### src/rtl/fsr_pkg.sv
package fsr_pkg;

    parameter int RESP_W = 2;

    localparam logic [RESP_W-1:0] RESP_NORMAL = RESP_W'(0);
    localparam logic [RESP_W-1:0] RESP_IEP    = RESP_W'(1);
    localparam logic [RESP_W-1:0] RESP_STE    = RESP_W'(2);

    // latched fault sources
    localparam int SRC_OTP  = 0;
    localparam int SRC_WLK  = 1;
    localparam int SRC_WOP  = 2;
    localparam int SRC_ST   = 3;
    localparam int SRC_OFS  = 4;
    localparam int N_SRC    = 5;

    localparam int STAT_W   = 4;

    typedef enum logic {
        CLR_ON_READ,
        CLR_NEVER
    } clr_mode_e;

    typedef enum logic [1:0] {
        S_BOOT,
        S_BOOT_ACK,
        S_RST_PEND,
        S_RUN
    } boot_state_e;

endpackage

### src/rtl/fsr_fault_cell.sv
module fsr_fault_cell
    import fsr_pkg::*;
#(
    parameter clr_mode_e MODE = CLR_ON_READ
) (
    input  logic clk,
    input  logic rst_n,
    input  logic evt_i,
    input  logic rd_i,
    output logic q_o
);

    logic q;

    generate
        if (MODE == CLR_ON_READ) begin : g_rd
            always_ff @(posedge clk or negedge rst_n) begin
                if (!rst_n)     q <= 1'b0;
                else if (evt_i) q <= 1'b1;
                else if (rd_i)  q <= 1'b0;
            end
        end else begin : g_hold
            always_ff @(posedge clk or negedge rst_n) begin
                if (!rst_n)     q <= 1'b0;
                else if (evt_i) q <= 1'b1;
            end
            logic unused_rd;
            assign unused_rd = rd_i;
        end
    endgenerate

    assign q_o = q;

endmodule

### src/rtl/fsr_boot_fsm.sv
module fsr_boot_fsm
    import fsr_pkg::*;
(
    input  logic clk,
    input  logic rst_n,
    input  logic done_i,
    input  logic rd_i,
    output logic init_o,
    output logic rst_flag_o
);

    boot_state_e state, state_nx;

    always_ff @(posedge clk or negedge rst_n) begin
        if (!rst_n) state <= S_BOOT;
        else        state <= state_nx;
    end

    always_comb begin
        state_nx = state;
        unique case (state)
            S_BOOT: begin
                if (done_i && rd_i) state_nx = S_RUN;
                else if (done_i)    state_nx = S_RST_PEND;
                else if (rd_i)      state_nx = S_BOOT_ACK;
            end
            S_BOOT_ACK: if (done_i) state_nx = S_RUN;
            S_RST_PEND: if (rd_i)   state_nx = S_RUN;
            S_RUN:      state_nx = S_RUN;
            default:    state_nx = S_BOOT;
        endcase
    end

    always_comb begin
        init_o     = 1'b0;
        rst_flag_o = 1'b0;
        unique case (state)
            S_BOOT:     begin init_o = 1'b1; rst_flag_o = 1'b1; end
            S_BOOT_ACK: init_o = 1'b1;
            S_RST_PEND: rst_flag_o = 1'b1;
            S_RUN:      ;
            default:    begin init_o = 1'b1; rst_flag_o = 1'b1; end
        endcase
    end

endmodule

### src/rtl/fsr_resp_arb.sv
module fsr_resp_arb
    import fsr_pkg::*;
(
    input  logic               busy_i,
    input  logic [N_SRC-1:0]   src_i,
    output logic [RESP_W-1:0]  resp_o,
    output logic               arm_inh_o,
    output logic               pulse_dis_o
);

    logic iep_req, ste_req;

    always_comb begin
        iep_req = busy_i | src_i[SRC_OTP] | src_i[SRC_WLK]
                | src_i[SRC_WOP] | src_i[SRC_OFS];
        ste_req = src_i[SRC_ST];
        if (iep_req)      resp_o = RESP_IEP;
        else if (ste_req) resp_o = RESP_STE;
        else              resp_o = RESP_NORMAL;
        arm_inh_o   = busy_i | (|src_i);
        pulse_dis_o = busy_i;
    end

endmodule

### src/rtl/fsr_fault_arbiter.sv
module fsr_fault_arbiter
    import fsr_pkg::*;
(
    input  logic              clk,
    input  logic              rst_n,
    input  logic              init_done_i,
    input  logic              stat_rd_i,
    input  logic              lock_i,
    input  logic              otp_crc_fail_i,
    input  logic              wr_crc_fail_i,
    input  logic              selftest_fail_i,
    input  logic              offset_fault_i,
    output logic [STAT_W-1:0] stat_o,
    output logic [RESP_W-1:0] resp_o,
    output logic              arm_inhibit_o,
    output logic              pulse_dis_o
);

    logic             init_f, rst_f;
    logic [N_SRC-1:0] evt, src;

    always_comb begin
        evt          = '0;
        evt[SRC_OTP] = otp_crc_fail_i;
        evt[SRC_WLK] = wr_crc_fail_i & lock_i;
        evt[SRC_WOP] = wr_crc_fail_i & ~lock_i;
        evt[SRC_ST]  = selftest_fail_i;
        evt[SRC_OFS] = offset_fault_i;
    end

    fsr_boot_fsm u_boot (
        .clk        (clk),
        .rst_n      (rst_n),
        .done_i     (init_done_i),
        .rd_i       (stat_rd_i),
        .init_o     (init_f),
        .rst_flag_o (rst_f)
    );

    for (genvar g = 0; g < N_SRC; g++) begin : g_src
        localparam clr_mode_e M =
            (g == SRC_OTP || g == SRC_WLK) ? CLR_NEVER : CLR_ON_READ;
        fsr_fault_cell #(.MODE(M)) u_cell (
            .clk   (clk),
            .rst_n (rst_n),
            .evt_i (evt[g]),
            .rd_i  (stat_rd_i),
            .q_o   (src[g])
        );
    end

    fsr_resp_arb u_arb (
        .busy_i      (init_f | rst_f),
        .src_i       (src),
        .resp_o      (resp_o),
        .arm_inh_o   (arm_inhibit_o),
        .pulse_dis_o (pulse_dis_o)
    );

    assign stat_o = {src[SRC_OFS],
                     src[SRC_OTP] | src[SRC_WLK] | src[SRC_WOP] | src[SRC_ST],
                     rst_f, init_f};

endmodule

### config.mk
export PLATFORM = sky130hd
export DESIGN_NAME = fsr_fault_arbiter
export DESIGN_NICKNAME = d
export VERILOG_FILES = /design/src/rtl/fsr_pkg.sv /design/src/rtl/fsr_fault_cell.sv /design/src/rtl/fsr_boot_fsm.sv /design/src/rtl/fsr_resp_arb.sv /design/src/rtl/fsr_fault_arbiter.sv
export SDC_FILE = /design/constraint.sdc
export NUM_CORES = 1
export LEC_CHECK = 0
export BUFFER_PORTS_ARGS = -buffer_cell sky130_fd_sc_hd__clkbuf_2
export CAP_MARGIN = 15
export CORE_AREA = 2 2 39 41
export DETAILED_ROUTE_END_ITERATION = 7
export DIE_AREA = 0 0 41 43
export HOLD_SLACK_MARGIN = 0.06
export PLACE_DENSITY_LB_ADDON = 0.08
export SYNTH_ARGS = -nofsm -noshare
export SYNTH_HDL_FRONTEND = slang
export SYNTH_HIERARCHICAL = 1
export SYNTH_SLANG_ARGS = --single-unit
### constraint.sdc
create_clock -name clk -period 4.5 [get_ports clk]
set_clock_uncertainty 0.2 [all_clocks]
set_input_delay 1.125 -clock clk [delete_from_list [all_inputs] [get_ports clk]]
set_output_delay 1.125 -clock clk [all_outputs]
set_load 0.05 [all_outputs]
* After elaboration in Yosys (flattened, before gate mapping)
Cells that the tools add are included.
Storage, ports and cells: memory bits (read-only) 0, memories 0, logic and storage cells 47, output and inout bits 8, input bits 9, latch bits 0, bits in writable memories 0, register bits 7
Cells by class: $mul 0, mux-type cells 14, div/mod/pow operators 0, bitwise logic cells 12, reduce and logical (&&, ||, !) cells 9, shifts and indexed selects 0, equality and inequality tests 6, add/sub/neg operators 0, order comparisons 0
Operator list (count):
- 2-to-1 mux 2 bit | 7
- OR 1 bit | 9
- one-hot mux 2 bit (4 select lines) | 1
- 2-to-1 mux 1 bit | 6
- nonzero test 2 bit | 3
- OR reduction 5 bit | 1
- equality test 2 bit, second input constant | 2
- inequality test 2 bit, second input constant | 2
- inequality test 4 x 3 -> 1 bit, second input constant | 1
- OR reduction 2 bit | 2
- AND reduction 3 bit | 1
- AND 1 bit | 2
- equality test 2 x 1 -> 1 bit, second input constant | 1
- zero test 2 bit | 1
- logical AND 1 bit | 1
- NOT 1 bit | 1

* Depth between registers and ports, before layout
Gate-level depths: netlist of run 1.
depth in word-level cells 9, mapped depth 5, gate-level depth less buffers 4

* Modules after synthesis
The synthesis of run 1 kept the hierarchy.
By module, submodules not included:
- fsr_fault_cell (g_src[2].u_cell ...) | area an instance 36.3 um^2, cells an instance 3, sequential area each 25.0 um^2, times used 3
- fsr_boot_fsm | area an instance 70.1 um^2, cells an instance 6, sequential area each 50.0 um^2, times used 1
- fsr_fault_cell (g_src[0].u_cell ...) | area an instance 31.3 um^2, cells an instance 2, sequential area each 25.0 um^2, times used 2
- fsr_resp_arb | area an instance 50.0 um^2, cells an instance 7, sequential area each 0.0 um^2, times used 1
- fsr_fault_arbiter | area an instance 48.8 um^2, cells an instance 7, sequential area each 0.0 um^2, times used 1

* Least setup slack after synthesis of run 1
OpenSTA, ideal clock, no wires.
path type reg2out, from register u_boot.state[0], to output resp_o[1], arrival 1478 ps, stages on the path, launching flop included 5, path buffers 0, required time 3175 ps, setup slack 1697 ps, cell sequence dfrtp_1 inv_1 or2_2 nor4_2 and3b_1
On the way: word-level cells in the longest chain between the ends 9, elaborated cells between the ends (all ways) 13, those cells by class eq/ne: 2; mux: 3; bitwise: 5; reduce/logical: 3
RTL lines:
- from (decl) | line fsr_boot_fsm.sv:12 | boot_state_e state, state_nx;
- from (signal assigned) | line fsr_boot_fsm.sv:16 | else state <= state_nx;
- equality test 2 bit or zero test 2 bit (tied branches) | line fsr_boot_fsm.sv:37 | unique case (state)
- OR reduction 2 bit (no source line) (*)
- 2-to-1 mux 1 bit (*) | line fsr_boot_fsm.sv:37
- net rst_f | line fsr_fault_arbiter.sv:19 | logic init_f, rst_f;
- OR 1 bit (*) | line fsr_fault_arbiter.sv:53 | .busy_i (init_f | rst_f),
- OR 1 bit (*) (2 in a row) | line fsr_resp_arb.sv:14 | iep_req = busy_i | src_i[SRC_OTP] | src_i[SRC_WLK]
- OR 1 bit (*) (2 in a row) | line fsr_resp_arb.sv:15 | | src_i[SRC_WOP] | src_i[SRC_OFS];
- 2-to-1 mux 2 bit (*) | line fsr_resp_arb.sv:17 | if (iep_req) resp_o = RESP_IEP;
- to (decl) | line fsr_fault_arbiter.sv:14 | output logic [RESP_W-1:0] resp_o,
The timed path passes the listed nets; every way through them passes the cells marked *.

* Worst setup path after layout of run 1
from register u_boot.state[1], to output resp_o[1]
On the way: word-level cells in the longest chain between the ends 9, elaborated cells between the ends (all ways) 13, those cells by class eq/ne: 2; mux: 3; bitwise: 5; reduce/logical: 3
RTL lines (line):
- equality test 2 x 1 -> 1 bit, or another cell as far along | fsr_boot_fsm.sv:37
- OR reduction 2 bit (no source line)
- 2-to-1 mux 1 bit | fsr_boot_fsm.sv:37
- OR 1 bit (*) | fsr_fault_arbiter.sv:53
- OR 1 bit (*) (2 in a row) | fsr_resp_arb.sv:14
- OR 1 bit (*) (2 in a row) | fsr_resp_arb.sv:15
- 2-to-1 mux 2 bit (*) | fsr_resp_arb.sv:17
Every way passes the cells marked *; elsewhere a longest branch is shown, timed or not.

==> results by group, run 1 <==
Drt
  – DR DRC count: 0
  – Initial detailed-routing violation count: 7
  – DR vias: 252
  – Antenna Nets Post-Route: 0
  – First drt pass iteration count: 3
  – WL final: 632 um
  – Per-cell routed wire length: 9.88 um
  – Vias per inst: between 3 and 4

Job
  – Max-cap viol count: 0

Pwr
  – Power Dens Cells: about 310 mW/mm^2
  – Leakage: 0.231 nW
  – Max IR drop VDD: a little under 0.1 mV
  – Total power: 134 uW

Timing
  – Fin crit period: around 3.1 ns
  – Final Hold Fails: 0
  – Highest clock rate: 322 MHz
  – Setup TNS: 0 ns
  – RSZ-0062 raised after global routing: no
  – Worst slew pin tran: around 0.31 ns
  – PnR worst setup slack: 1.40 ns
  – Final Setup Violations: 0
  – Fin crit share: 0.689
  – Worst Hold Slack: 0.259 ns
  – Fin. max-slew vios: 0
  – Rel. slew slack: 0.789

Finish
  – Final core occ: 0.310
  – Finished Layout Cells: 64
  – Register area: 175 um^2
  – Area growth, synth to finish: 26.1%
  – Area of the multi-input gates: 109 um^2
  – Final instance area: 429 um^2
  – Most common cell after layout, fill and taps aside: clkbuf_2
  – Nets: 58
  – Antenna diode count: 0
  – Fraction of layout cells with a size suffix above 1: 0.438
  – Most frequent cells in the layout: clkbuf_2, dfrtp_1, inv_1, or2_1
  – Filler cells: around 160

Floorplanning
  – Die Span X: 41 um
  – Std-Cell Rows: 14
  – Die area: 0.00176 mm^2
  – IO Pins: 17
  – Starting density of the core: 0.246
  – Die H: between 40 and 50 um
  – Core area: 0.00138 mm^2

Synthesis
  – Syn_area_per_cell: around 10 um^2
  – Distinct cell type count after synthesis: 14
  – Synth Register Bits: 7
  – Synth warn: 6
  – Synth top area share: 0.515
  – Synth area leader: dfrtp_1
  – Synth top area cells: dfrtp_1, buf_4, or2_1
  – Syn Nets: 42
  – Cells after Synth: 33
  – Seq/Total Area, Yosys: 0.515
  – Syn Std Cell Area: 340 um^2

Hold path
  – Hold depth: 1
  – Hold path start: u_boot/state[0]
  – Hold Path End: u_boot/state[0]
  – Hold Path Class: flip-flop to flip-flop

Place
  – PortBufs: 16
  – Place WS: 1.67 ns
  – Number of cells after detailed placement: 60
  – HPWL after detailed placement: ~530 um
  – DP Area: 403 um^2
  – GP Congestion: 0.670

Clock network
  – Hold buffer count at CTS: 0
  – Number of setup buffers added after CTS: 0
  – Clk root buf: clkbuf_4
  – H-tree depth reported by CTS: 1
  – Clock Pin Slew Worst Setup and Hold Paths: about 0.050 ns
  – CTS resizes: 0
  – TritonCTS sink count: 7
  – CTS max path bufs: 2
  – CTS buffer count: 3
  – CTS tree: built
  – Worst-skew pair later-pin latency: approximately 0.25 ns

Outcome
  – Outcome: finished clean

Global route
  – First-pass GRT wire length: around 1100 um
  – Largest net degree at the start of global routing: 8
  – Global route overflow: 0
  – Initial antenna violation count: 0
  – Number of global-route vias before repair: 249
  – Gr usage total: 0.0984

Worst setup path
  – Delay of the slowest critical-path stage: 0.36 ns
  – FF-to-FF Start: g_src[1].u_cell/q_o
  – CP Max Fanout: 3
  – CP Capture Type: output pin
  – CP Cell Sequence: inv_1 -> or2_2 -> nor4_2 -> and3b_1 -> clkbuf_2
  – Reg2Reg Depth: 1
  – Worst setup SP type: flip-flop
  – Critical path's slowest cell: nor4_2
  – Crit path DAT: 1.78 ns
  – Critical R2R Capture: g_src[1].u_cell/q_o
  – Setup Crit Path Kind: flip-flop to output pin
  – Critical Path RT: 3.17 ns
  – Setup slack, reg-to-reg: around 3.6 ns
## worst max path at each step
stage,cells after the start,endpoint,startpoint
global placement,5,resp_o[1],u_boot/state[0]
finish,5,resp_o[1],u_boot/state[1]
floorplan,4,resp_o[1],u_boot/state[0]
detailed placement,5,resp_o[1],u_boot/state[0]
CTS,5,resp_o[1],u_boot/state[0]
global route,5,resp_o[1],u_boot/state[0]
## state kept, by name (all words and copies together) (netlist names)
name              count
g_src.u_cell/q_o      5
u_boot/state          2
## metal layers
metal | wire length [um] | global-route usage
met4 | 10 | 0.100
met3 | 66 | 0.0471
met1 | 266 | 0.113
met2 | 288 | 0.122
met5 | 0 | 0
## final cells by class
cell class              instances  share of cell area
flip-flops and latches          7               0.408
multi-input cells              16               0.254
repair buffers                 16               0.187
clock buffers                   4              0.0612
well taps                      16              0.0466
inverters                       5              0.0437
## synth_stat cells
cell	number
dfrtp_1	7
buf_4	5
inv_1	5
or2_1	4
a21o_1	3
and2_1	1
and3b_1	1
nand2_1	1
nand2b_1	1
nor2_1	1
nor2b_1	1
nor4_2	1
or2_2	1
or4_1	1
## cells by family (layout without fill, tap and decap cells)
group | Yosys count | after routing | share of synthesized area
compound gates | 3 | 3 | 0.0662
flops | 7 | 7 | 0.515
buf+inv | 10 | 25 | 0.165
simple gates | 13 | 13 | 0.254
## critical path, delay by kind of cell (launching register included)
kind / cells / cell delay (ns)
DFF: 1 / 0.34
buffers and inverters: 2 / 0.32
and+or+nand+nor: 3 / 0.86
## power breakdown
group | leakage (nW) | switching, mW | total (mW) | internal (mW)
Clock | 0.0150 | 0.0231 | 0.0569 | 0.0338
Combinational | 0.148 | 0.00578 | 0.0105 | 0.00473
Sequential | 0.0687 | 0.00191 | 0.0669 | 0.0650
(Power assumes the default switching activity.)
==> inputs of run 2 (changes only) <==
ABC_AREA = 1   (was default)
clock period = 3.1 ns   (was 4.5 ns; I/O delays follow)
==> results by group, run 2 <==
Outcome
  – Outcome: finished clean

Synthesis
  – Commonest cells in the netlist: inv_1, nand2_1, dfrtp_1
  – Post-Synth XOR/XNOR Area: 0
  – Ys flop type: dfrtp_1
  – Post-synth EDFFs: 0
  – Syn Nets: a little over 60
  – Largest family of logic cells by synthesized area: simple AND/OR/NAND/NOR gates
  – Seq/Total Area, Yosys: 0.459
  – Asr flop ratio synth: 1.00
  – Distinct cell type count after synthesis: 9
  – Mux share of post-synthesis cell area: 0
  – Synth top area share: 0.459
  – Cells after Synth: 52
  – Syn Std Cell Area: 382 um^2
  – Synth Register Bits: 7
  – Post-synthesis compound-gate area fraction: 0
  – Synth area leader: dfrtp_1
  – Synth warn: 6
  – Syn_area_per_cell: 7.34 um^2
  – Dominant cell by count in the synthesized netlist: inv_1
  – Simple-Gate Fraction of Synth Area: 0.275
  – Synth top area cells: dfrtp_1, inv_1, nand2_1
  – Synthesized-area fraction occupied by adder cells: 0

Drt
  – Antenna Nets Post-Route: 0
  – Vias per inst: 3.75
  – DR vias: 311
  – WL final: 598 um
  – Initial detailed-routing violation count: 2
  – Per-cell routed wire length: 7.20 um
  – First drt pass iteration count: 4
  – DR DRC count: 0

Worst setup path
  – Critical Path RT: 2.12 ns
  – Worst setup SP type: flip-flop
  – CP Max Fanout: 3
  – CP Capture Type: output pin
  – Reg2Reg Depth: 2
  – Crit path DAT: about 1.5 ns
  – FF-to-FF Start: g_src[4].u_cell/q_o
  – Setup Crit Path Kind: flip-flop to output pin
  – Critical R2R Capture: g_src[4].u_cell/q_o
  – Setup slack, reg-to-reg: 2.27 ns

Place
  – HPWL after detailed placement: 529 um
  – PortBufs: 16
  – Place WS: 0.910 ns
  – GP Congestion: 0.637
  – DP Area: about 440 um^2

Finish
  – Fraction of layout cells with a size suffix above 1: 0.343
  – Max reg flops: 5
  – Final core occ: 0.340
  – Antenna diode count: 0
  – Final instance area: roughly 470 um^2
  – Most frequent cells in the layout: inv_1, clkbuf_2, nand2_1, dfrtp_1
  – Register area: about 180 um^2
  – Filler cells: 165
  – Most common cell after layout, fill and taps aside: inv_1
  – Nets: 77
  – Area growth, synth to finish: 23.3%
  – Area of the multi-input gates: ~110 um^2

Job
  – Max-cap viol count: 0

Timing
  – RSZ-0062 raised after global routing: no
  – Setup TNS: 0 ns
  – Final Hold Fails: 0
  – Fin crit period: 2.44 ns
  – Worst Hold Slack: 0.155 ns
  – PnR worst setup slack: 0.659 ns
  – Rel. slew slack: 0.817
  – Final Setup Violations: 0
  – Fin. max-slew vios: 0
  – Fin crit share: 0.787
  – Worst slew pin tran: 0.276 ns
  – Highest clock rate: 410 MHz

Global route
  – Initial antenna violation count: 0
  – Number of global-route vias before repair: 282
  – Gr usage total: 0.0969
  – First-pass GRT wire length: 1080 um
  – Global route overflow: 0
  – Largest net degree at the start of global routing: 8

Floorplanning
  – Core area: 0.00138 mm^2
  – Die area: 0.00176 mm^2
  – Die H: 43 um
  – IO Pins: 17
  – Starting density of the core: 0.276
  – Die Span X: 41 um
  – Std-Cell Rows: 14

Pwr
  – Internal power: 151 uW
  – Leakage: 0.311 nW
  – NetSw: 46.0 uW
  – Power Dens Cells: 419 mW/mm^2
  – Seq pwr share: 0.492
  – Logic pwr share: 0.099
  – Sw frac: 0.234
  – Clock power frac: 0.409
  – Max IR drop VDD: 0.165 mV

Clock network
  – Worst-skew pair later-pin latency: approximately 0.24 ns
  – CTS resizes: 0
  – TritonCTS sink count: 7
  – CTS tree: built
  – Number of setup buffers added after CTS: 0
  – Hold buffer count at CTS: 0
  – CTS max path bufs: 2
  – Clock Pin Slew Worst Setup and Hold Paths: 0.05 ns
  – H-tree depth reported by CTS: 1
  – CTS buffer count: 3
  – Clk root buf: clkbuf_4

Hold path
  – Hold Path Class: primary input to asynchronous set/reset pin
==> run 2: cell count changes after synthesis, sizes merged <==
cell    before  now
a21o         3    0
and2         1    0
and3b        1    0
inv          5   17
nand2        1   14
nand2b       1    0
nand3        0    1
nand4        0    1
nor2         1    6
nor2b        1    0
nor4         1    0
or2          5    1
or4          1    0
==> run 2: cell type report <==
class | instances | share of cell area
sequential | 7 | 0.372
multi-input combinational | 23 | 0.223
timing repair buffer | 16 | 0.170
inverter | 17 | 0.136
clock buffer | 4 | 0.0559
tap | 16 | 0.0426
==> run 2: kinds of logic after synthesis <==
logic type,after synthesis
flip-flops,7
buffers and inverters,22
AND/OR/NAND/NOR,23
==> run 2: through the flow <==
stage / std cells / total power, mW
CTS: 83 / 0.204
floorplan: 52 / 0.110
detailed placement: 79 / 0.119
global placement: 79 / 0.119
global route: 83 / 0.212
finish: 83 / 0.197
==> run 2: worst max-delay path, cell delays in order, from the launching register on <==
cell and delay [ns]:
dfrtp_1 0.33, inv_1 0.06, or2_1 0.25, nor2_2 0.14
nand3_2 0.09, nor2_2 0.08, clkbuf_2 0.27
==> run 2: layer usage <==
layer | track usage | part of all wire | vias up | wire [um]
met4 | 0.120 | 0.040 | 0 | 24
met5 | 0 | 0 | - | 0
met1 | 0.111 | 0.43 | 128 | 258
li1 | - | - | 170 | -
met2 | 0.128 | 0.46 | 11 | 275
met3 | 0.0157 | 0.065 | 2 | 39
==> run 2: power by group through the flow <==
stage,sequential [mW],combinational [mW],clock (mW)
final,0.0969,0.0195,0.0805
after global routing,0.0973,0.0233,0.0910
after CTS,0.0970,0.0202,0.0866
after detailed placement,0.0986,0.0202,0
after global placement,0.0985,0.0200,0
after floorplan,0.0981,0.0122,0
==> run 2: worst max-delay path by stage <==
stage	from	to	slack, ns	cells after the start
detailed placement	u_boot/state[0]	resp_o[1]	0.91	6
floorplan	u_boot/state[0]	resp_o[1]	0.88	5
CTS	u_boot/state[0]	resp_o[1]	0.63	6
finish	u_boot/state[0]	resp_o[1]	0.66	6
global placement	u_boot/state[0]	resp_o[1]	0.95	6
global route	u_boot/state[0]	resp_o[1]	0.52	6
==> inputs of run 3 (changes only) <==
ABC_AREA = 0   (was 1)
clock period = 2.2 ns   (was 3.1 ns; I/O delays follow)
==> results by group, run 3 (synthesized netlist as in run 1, its figures left out) <==
Timing
  – RSZ-0062 raised after global routing: yes
  – Worst slew pin tran: between 0.2 and 0.3 ns
  – Highest clock rate: ~460 MHz
  – Fin. max-slew vios: 0
  – Rel. slew slack: 0.814
  – Setup TNS: 0 ns
  – Final Hold Fails: 0
  – Final Setup Violations: 0
  – Fin crit period: around 2.2 ns
  – Fin crit share: 0.992

Global route
  – Largest net degree at the start of global routing: 8
  – Initial antenna violation count: 0
  – GRT busiest layer: met2
  – Global route overflow: 0
  – Met1 GRT Util: 0.0903
  – Met3 usage: 0.0471
  – First-pass GRT wire length: 938 um
  – Number of global-route vias before repair: roughly 230
  – Gr usage total: 0.0864
  – Met2 global-route usage: 0.116

Finish
  – Most frequent cells in the layout: clkbuf_2, dfrtp_1, inv_1, or2_1
  – Finished Layout Cells: 66
  – Final core occ: 0.368
  – Most common cell after layout, fill and taps aside: clkbuf_2
  – Nets: 60
  – Fraction of layout cells with a size suffix above 1: 0.500
  – Area growth, synth to finish: 49.6%
  – Final instance area: 509 um^2
  – Antenna diode count: 0
  – Max reg flops: 5

Clock network
  – CTS buffer count: 3
  – Worst-skew pair later-pin latency: 0.24 ns
  – CTS tree: built
  – H-tree depth reported by CTS: 1
  – TritonCTS sink count: 7
  – Clock Pin Slew Worst Setup and Hold Paths: about 0.050 ns
  – Clk root buf: clkbuf_4
  – CTS max path bufs: 2

Pwr
  – Power Dens Cells: between 500 and 600 mW/mm^2
  – Total power: 274 uW
  – Max IR drop VDD: 0.275 mV
  – Leakage: 0.263 nW

Worst setup path
  – CP Max Fanout: 2
  – Setup slack, reg-to-reg: 1.24 ns
  – Reg2Reg Depth: 1
  – Critical Path RT: 1.45 ns
  – Worst setup SP type: flip-flop
  – FF-to-FF Start: g_src[0].u_cell/q_o
  – Crit path DAT: 1.43 ns
  – Critical R2R Capture: g_src[0].u_cell/q_o
  – CP Capture Type: output pin
  – Setup Crit Path Kind: flip-flop to output pin

Place
  – Number of cells after detailed placement: 61
  – HPWL after detailed placement: 517 um
  – GP Congestion: 0.688
  – DP Area: slightly above 400 um^2
  – PortBufs: 16

Floorplanning
  – Die area: 0.00176 mm^2
  – Die H: 43 um
  – Starting density of the core: 0.246
  – Core area: 0.00138 mm^2
  – IO Pins: 17
  – Std-Cell Rows: 14
  – Die Span X: 41 um

Drt
  – Antenna Nets Post-Route: 0
  – Per-cell routed wire length: 8.91 um
  – First drt pass iteration count: 1
  – WL final: 588 um
  – DR DRC count: 0
  – Vias per inst: 3.97
  – DR vias: 262
  – Initial detailed-routing violation count: 0

Job
  – Max-cap viol count: 0

Hold path
  – Hold depth: 1
  – Hold Path Class: flip-flop to flip-flop
  – Hold path start: u_boot/state[0]
  – Hold Path End: u_boot/state[0]

Outcome
  – Outcome: finished clean
[run 3: worst max path at each step]
stage                                   start        end  slack (ns)  cells past startpoint
after floorplan               u_boot/state[0]  resp_o[1]        0.09                      4
after global placement        u_boot/state[0]  resp_o[1]      -0.002                      5
after detailed placement      u_boot/state[0]  resp_o[1]       -0.03                      5
after CTS                 g_src[1].u_cell/q_o  stat_o[2]       0.001                      2
after global routing          u_boot/state[0]  resp_o[1]       -0.06                      5
final                         u_boot/state[0]  resp_o[1]        0.02                      5
[run 3: critical path, stage by stage (launching register included)]
cell and delay (ns):
dfrtp_1 0.33, inv_1 0.05, or2_4 0.25, nor4_4 0.15, and3b_2 0.24, clkbuf_16 0.16
[run 3: metal layers]
layer  routed length, um  share of wire  vias to the layer above
met4                   0              0                        0
li1                    -              -                      133
met2                 306           0.52                        9
met5                   0              0                        -
met1                 230           0.39                      120
met3                  51          0.087                        0
[run 3: per-stage QoR]
stage / setup slack (ns) / hold WS (ns)
floorplan: 0.0904 / 0.0544
global placement: -0.00227 / 0.196
detailed placement: -0.0319 / 0.195
CTS: 0.00126 / 0.263
global route: -0.0552 / 0.279
finish: 0.0179 / 0.257
[run 3: cell type report]
class                   instances  area (um^2)
repair buffers                 18          138
multi-input cells              16          131
flip-flops and latches          7          175
fillers                       151          875
well taps                      16         20.0
inverters                       5         18.8
clock buffers                   4         26.3
[run 3: timing repair]
action,in CTS,in global routing
endpoints found under the hold margin,7,0
setup buffers,0,0
hold buffers,1,0
resized for setup,9,5
endpoints found under the setup margin,3,4
pin swaps,2,1
[run 3: power by group]
part           switching, mW  internal, mW
registers            0.00470         0.133
logic                 0.0118        0.0108
clock network         0.0442        0.0690
total                 0.0606         0.213
